<file path="src/rtl/pmc_pkg.sv">
package pmc_pkg;

    localparam int CMD_W  = 3;
    localparam int FLAG_W = 4;

    typedef enum logic [1:0] {
        PM_NORMAL  = 2'd0,
        PM_STANDBY = 2'd1,
        PM_STOP    = 2'd2,
        PM_SLEEP   = 2'd3
    } pm_mode_e;

    typedef struct packed {
        logic supply_low;
        logic temp_warn;
        logic gen_fail;
        logic wd_reset;
    } pm_flags_t;

    typedef struct packed {
        pm_mode_e mode;
        logic     debug;
    } pm_state_t;

    typedef struct packed {
        logic      toggle;
        logic      sleep;
        pm_state_t target;
    } pm_cmd_t;

    function automatic pm_cmd_t decode_cmd(input logic [CMD_W-1:0] code);
        pm_cmd_t c;
        c.toggle       = (code == 3'b000);
        c.sleep        = (code == 3'b100);
        c.target.debug = code[2];
        unique case (code[1:0])
            2'b01:   c.target.mode = PM_NORMAL;
            2'b10:   c.target.mode = PM_STANDBY;
            2'b11:   c.target.mode = PM_STOP;
            default: c.target.mode = PM_SLEEP;
        endcase
        if (c.sleep) c.target.debug = 1'b0;
        return c;
    endfunction

    function automatic logic wd_allowed(input pm_state_t s, input logic stop_en);
        logic r;
        if (s.debug)                r = 1'b0;
        else if (s.mode == PM_SLEEP) r = 1'b0;
        else if (s.mode == PM_STOP)  r = stop_en;
        else                         r = 1'b1;
        return r;
    endfunction

endpackage

</file>
<file path="src/rtl/pmc_access.sv">
module pmc_access #(
    parameter int ADDR_W   = 3,
    parameter int REG_ADDR = 0
) (
    input  logic              clk,
    input  logic              rst,
    input  logic [ADDR_W-1:0] addr,
    input  logic              wr_en,
    input  logic              rd_en,
    output logic              wr_hit,
    output logic              wr_pulse,
    output logic              rd_hit
);
    localparam logic [ADDR_W-1:0] MATCH = ADDR_W'(REG_ADDR);

    logic sel;
    logic wr_hit_q;

    assign sel      = (addr == MATCH);
    assign wr_hit   = wr_en & sel;
    assign rd_hit   = rd_en & sel;
    assign wr_pulse = wr_hit & ~wr_hit_q;

    always_ff @(posedge clk) begin
        if (rst) wr_hit_q <= 1'b0;
        else     wr_hit_q <= wr_hit;
    end
endmodule

</file>
<file path="src/rtl/pmc_status.sv">
module pmc_status
    import pmc_pkg::*;
(
    input  logic      clk,
    input  logic      rst,
    input  logic      rd_hit,
    input  pm_flags_t events,
    output pm_flags_t flags
);
    pm_flags_t keep;

    always_comb begin
        keep = rd_hit ? '0 : flags;
    end

    always_ff @(posedge clk) begin
        if (rst) flags <= '0;
        else     flags <= keep | events;
    end
endmodule

</file>
<file path="src/rtl/pmc_mode.sv">
module pmc_mode
    import pmc_pkg::*;
(
    input  logic             clk,
    input  logic             rst,
    input  logic             wr_pulse,
    input  logic [CMD_W-1:0] cmd,
    input  logic             supply_flag,
    input  logic             no_stop,
    output pm_state_t        state,
    output logic             sleep_err
);
    pm_cmd_t   dec;
    pm_state_t nxt;
    logic      err_nxt;
    logic      sleep_ok;

    always_comb begin
        dec      = decode_cmd(cmd);
        sleep_ok = ~supply_flag & no_stop;
        nxt      = state;
        err_nxt  = 1'b0;
        if (wr_pulse) begin
            if (dec.toggle) begin
                nxt.debug = ~state.debug;
            end else if (dec.sleep) begin
                if (sleep_ok) nxt = dec.target;
                else          err_nxt = 1'b1;
            end else begin
                nxt = dec.target;
            end
        end
    end

    always_ff @(posedge clk) begin
        if (rst) begin
            state     <= '{mode: PM_NORMAL, debug: 1'b0};
            sleep_err <= 1'b0;
        end else begin
            state     <= nxt;
            sleep_err <= err_nxt;
        end
    end
endmodule

</file>
<file path="src/rtl/pwr_mode_reg.sv">
module pwr_mode_reg
    import pmc_pkg::*;
#(
    parameter int ADDR_W   = 3,
    parameter int REG_ADDR = 0
) (
    input  logic              clk,
    input  logic              rst,
    input  logic [ADDR_W-1:0] addr,
    input  logic              wr_en,
    input  logic [CMD_W-1:0]  wdata,
    input  logic              rd_en,
    output logic [FLAG_W-1:0] rdata,
    input  logic              evt_supply_low,
    input  logic              evt_temp_warn,
    input  logic              evt_fail,
    input  logic              evt_wd_reset,
    input  logic              wd_stop_en,
    input  logic              no_stop,
    output logic [1:0]        mode,
    output logic              debug,
    output logic              wd_run,
    output logic              sleep_err
);
    logic      wr_hit;
    logic      wr_pulse;
    logic      rd_hit;
    pm_flags_t events;
    pm_flags_t flags;
    pm_state_t state;
    logic [FLAG_W-1:0] flag_vec;

    assign events = '{supply_low: evt_supply_low, temp_warn: evt_temp_warn,
                      gen_fail: evt_fail, wd_reset: evt_wd_reset};

    pmc_access #(.ADDR_W(ADDR_W), .REG_ADDR(REG_ADDR)) u_access (
        .clk(clk), .rst(rst), .addr(addr), .wr_en(wr_en), .rd_en(rd_en),
        .wr_hit(wr_hit), .wr_pulse(wr_pulse), .rd_hit(rd_hit)
    );

    pmc_status u_status (
        .clk(clk), .rst(rst), .rd_hit(rd_hit), .events(events), .flags(flags)
    );

    pmc_mode u_mode (
        .clk(clk), .rst(rst), .wr_pulse(wr_pulse), .cmd(wdata),
        .supply_flag(flags.supply_low), .no_stop(no_stop),
        .state(state), .sleep_err(sleep_err)
    );

    assign flag_vec = flags;
    assign rdata    = rd_hit ? flag_vec : '0;
    assign mode     = state.mode;
    assign debug    = state.debug;
    assign wd_run   = wd_allowed(state, wd_stop_en);
endmodule

</file>
<file path="config.mk">
export PLATFORM = sky130hd
export DESIGN_NAME = pwr_mode_reg
export DESIGN_NICKNAME = d
export VERILOG_FILES = /design/src/rtl/pmc_pkg.sv /design/src/rtl/pmc_access.sv /design/src/rtl/pmc_status.sv /design/src/rtl/pmc_mode.sv /design/src/rtl/pwr_mode_reg.sv
export SDC_FILE = /design/constraint.sdc
export NUM_CORES = 1
export LEC_CHECK = 0
export BUFFER_PORTS_ARGS = -buffer_cell sky130_fd_sc_hd__buf_2
export CORE_AREA = 4 4 41 43
export CTS_CLUSTER_SIZE = 30
export DETAILED_ROUTE_END_ITERATION = 10
export DIE_AREA = 0 0 45 47
export PLACE_DENSITY = 0.67
export SLEW_MARGIN = 40
export SYNTH_ARGS = -nofsm -noshare
export SYNTH_HDL_FRONTEND = slang
export SYNTH_SLANG_ARGS = --single-unit
</file>
<file path="constraint.sdc">
create_clock -name clk -period 2.07 [get_ports clk]
set_input_delay 0.621 -clock clk [delete_from_list [all_inputs] [get_ports clk]]
set_output_delay 0.621 -clock clk [all_outputs]
set_load 0.005 [all_outputs]
</file>
==> results.json <==
{
  "status": "finished clean",
  "setup_slack_ns": 0.08243,
  "min_period_ns": 1.988,
  "p_leak_nw": 0.3303,
  "drv_cap": 0,
  "wl_per_cell_um": 10.91,
  "instances_no_fill": 95,
  "routed-via-count": 459,
  "drv_slew": 0,
  "antenna_left": 0,
  "dieHeight_um": 47,
  "finalClockSkew_ns": 0.002712,
  "synthCells": 51,
  "grt_overflow": 0,
  "register_area_sq_um": 180.2,
  "crit_arrival_ns": 1.37,
  "worstSetupPathType": "in2out",
  "place_ws_ns": -0.02149,
  "hold_class": "reg2reg",
  "cts_buffers": 3,
  "clk_pin_slew_worst_paths_ns": 0.06,
  "dieArea_sq_um": 2115,
  "die_w_um": 45,
  "cts_hold_buf": 0,
  "core-area_sq_um": 1301,
  "cts.sinks": 9,
  "cp-end-kind": "primary output",
  "yosysUniqueCellTypes": 23,
  "drc": 0,
  "netlist_area_sq_um": 490.5,
  "pwr_density_cell_nw_per_um2": 556.5,
  "cts.path.max_buffers": 2,
  "num_rows": 13,
  "rsz0062_at_grt": "false",
  "drt_first_pass_iters": 3,
  "grt_max_degree": 13,
  "setup_viol": 0,
  "drive_above_1_share_pct": 46.25,
  "max-slew-margin-rel_pct": 80.25,
  "dp_cells": 91,
  "antennaDiodeCount": 0,
  "cts_tree": "yes",
  "postSynthAreaPerCell_sq_um": 9.617,
  "fillers": 144,
  "syn_nets": 70,
  "dp_hpwl_um": 839.7,
  "max_freq_mhz": 503.1,
  "start_util_pct": 37.69,
  "final_nets": 100,
  "wl_mm": 1.036,
  "grt_pass1_wl_mm": 1.683,
  "worstPathRequired_ns": 1.45,
  "ys_seq_area_share_pct": 36.73,
  "ys_seq_elements": 9,
  "multi_input_area_sq_um": 305.3,
  "globalplace.congestion": 0.7127,
  "p_total_mw": 0.3746,
  "critPathMaxFanout": 4,
  "fin_crit_sh_pct": 96.02,
  "cts_resized": 0,
  "io_pins": 25,
  "antenna_found_initial": 0,
  "yosysWarnings": 0,
  "clock_latency_ns": 0.26,
  "post_cts_buffers": 0,
  "grt_pass1_vias": 436,
  "area_growth_pct": 37.25,
  "htreeDepth": 1,
  "portBuffers": 24,
  "viasPerCell": 4.832,
  "critPathLaunchType": "input port",
  "cts_root_buf": "clkbuf_4",
  "track_usage_pct": 11.98,
  "postLayoutCoreUtil_pct": 51.73,
  "vdd.ir_drop.worst_mv": 0.3000,
  "finalHoldViolations": 0,
  "first_iter_violations": 3,
  "tightest_slew_ns": 0.2963
}
[cells in the mapped netlist]
cell type,n,area share (%)
or2b_1,1,1.5
ha_1,3,7.7
nor2b_1,2,2.6
or4b_4,1,2.8
a2111oi_4,1,5.6
o21bai_1,1,1.5
dfxtp_1,9,37
nor4_1,1,1.3
mux2_2,1,2.3
nand2_1,1,0.76
or3b_2,1,1.8
nor2_1,6,4.6
mux2i_1,1,2.0
a21oi_1,6,6.1
or4b_2,1,2.0
a211oi_1,1,1.5
and2b_2,1,1.8
mux2_4,1,3.1
and2_1,5,6.4
inv_1,2,1.5
nor4b_1,1,1.8
clkbuf_1,1,0.76
nand2b_1,3,3.8
[cell usage in the layout (no fill, tap or decap), drive strengths merged]
| cell | count |
|---|---|
| a2111oi | 1 |
| a211oi | 1 |
| a21oi | 6 |
| and2 | 5 |
| and2b | 1 |
| buf | 26 |
| clkbuf | 4 |
| dfxtp | 9 |
| ha | 3 |
| inv | 2 |
| mux2 | 2 |
| mux2i | 1 |
| nand2 | 1 |
| nand2b | 3 |
| nor2 | 6 |
| nor2b | 2 |
| nor4 | 1 |
| nor4b | 1 |
| o21bai | 1 |
| or2b | 1 |
| or3b | 1 |
| or4b | 2 |
[area by class of cell]
cell class	instances	share of cell area, %
Multi-Input combinational cell	39	45.35
Tap cell	15	2.788
Sequential cell	9	26.77
Clock buffer	4	3.903
Timing Repair Buffer	26	20.07
Inverter	2	1.115
[cell families (layout without fill, tap and decap cells)]
logic type / after synthesis / after routing / share of synthesized area [%]
mux: 3 / 3 / 7.397
compound gates: 9 / 9 / 14.80
flops: 9 / 9 / 36.73
buf+inv: 3 / 32 / 2.296
fa+ha+maj: 3 / 3 / 7.654
simple gates: 24 / 24 / 31.12
[through the flow]
stage | hold WS (ns) | instance area (sq um) | setup TNS (ns)
6_report | 0.4753 | 673.1 | 0
5_1_grt | 0.5165 | 673.1 | 0
3_3_place_gp | 0.4576 | 640.6 | -0.002257
2_1_floorplan | 0.4428 | 490.5 | 0
3_5_place_dp | 0.4712 | 640.6 | -0.02149
4_1_cts | 0.4847 | 666.9 | 0
[layer usage]
metal | wire, um | global-route usage, % | vias up
met5 | 0 | 0 | -
met3 | 78 | 5.747 | 4
met4 | 30 | 10.53 | 0
li1 | - | - | 233
met1 | 367 | 10.37 | 211
met2 | 560 | 20.62 | 11
[path summary, 6_finish.rpt]
kind,startpoint,to,slack [ns],depth (start not counted)
worst max-delay path,addr[2],rdata[0],0.08,5
worst min-delay path,u_status.flags[2],u_status.flags[2],0.48,2
worst max register to register,u_status.flags[3],u_mode.state[2],0.66,3
worst min register to register,u_status.flags[2],u_status.flags[2],0.48,2
[worst max-delay path: stages]
cell     delay, ns
buf_2         0.11
nor4b_2       0.26
buf_4         0.15
and2_1        0.11
buf_2         0.10
[power breakdown]
group,internal (mW),total (mW),switching [mW]
clock network,0.0743,0.137,0.0622
registers,0.180,0.184,0.00389
logic,0.0290,0.0537,0.0247
total,0.284,0.375,0.0908
[sequential cells by signal, indices dropped and copies added (netlist names)]
name and flops:
u_access.wr_hit_q 1, u_status.flags 4, u_mode.sleep_err 1, u_mode.state 3
Power figures use the tool's default switching activity.
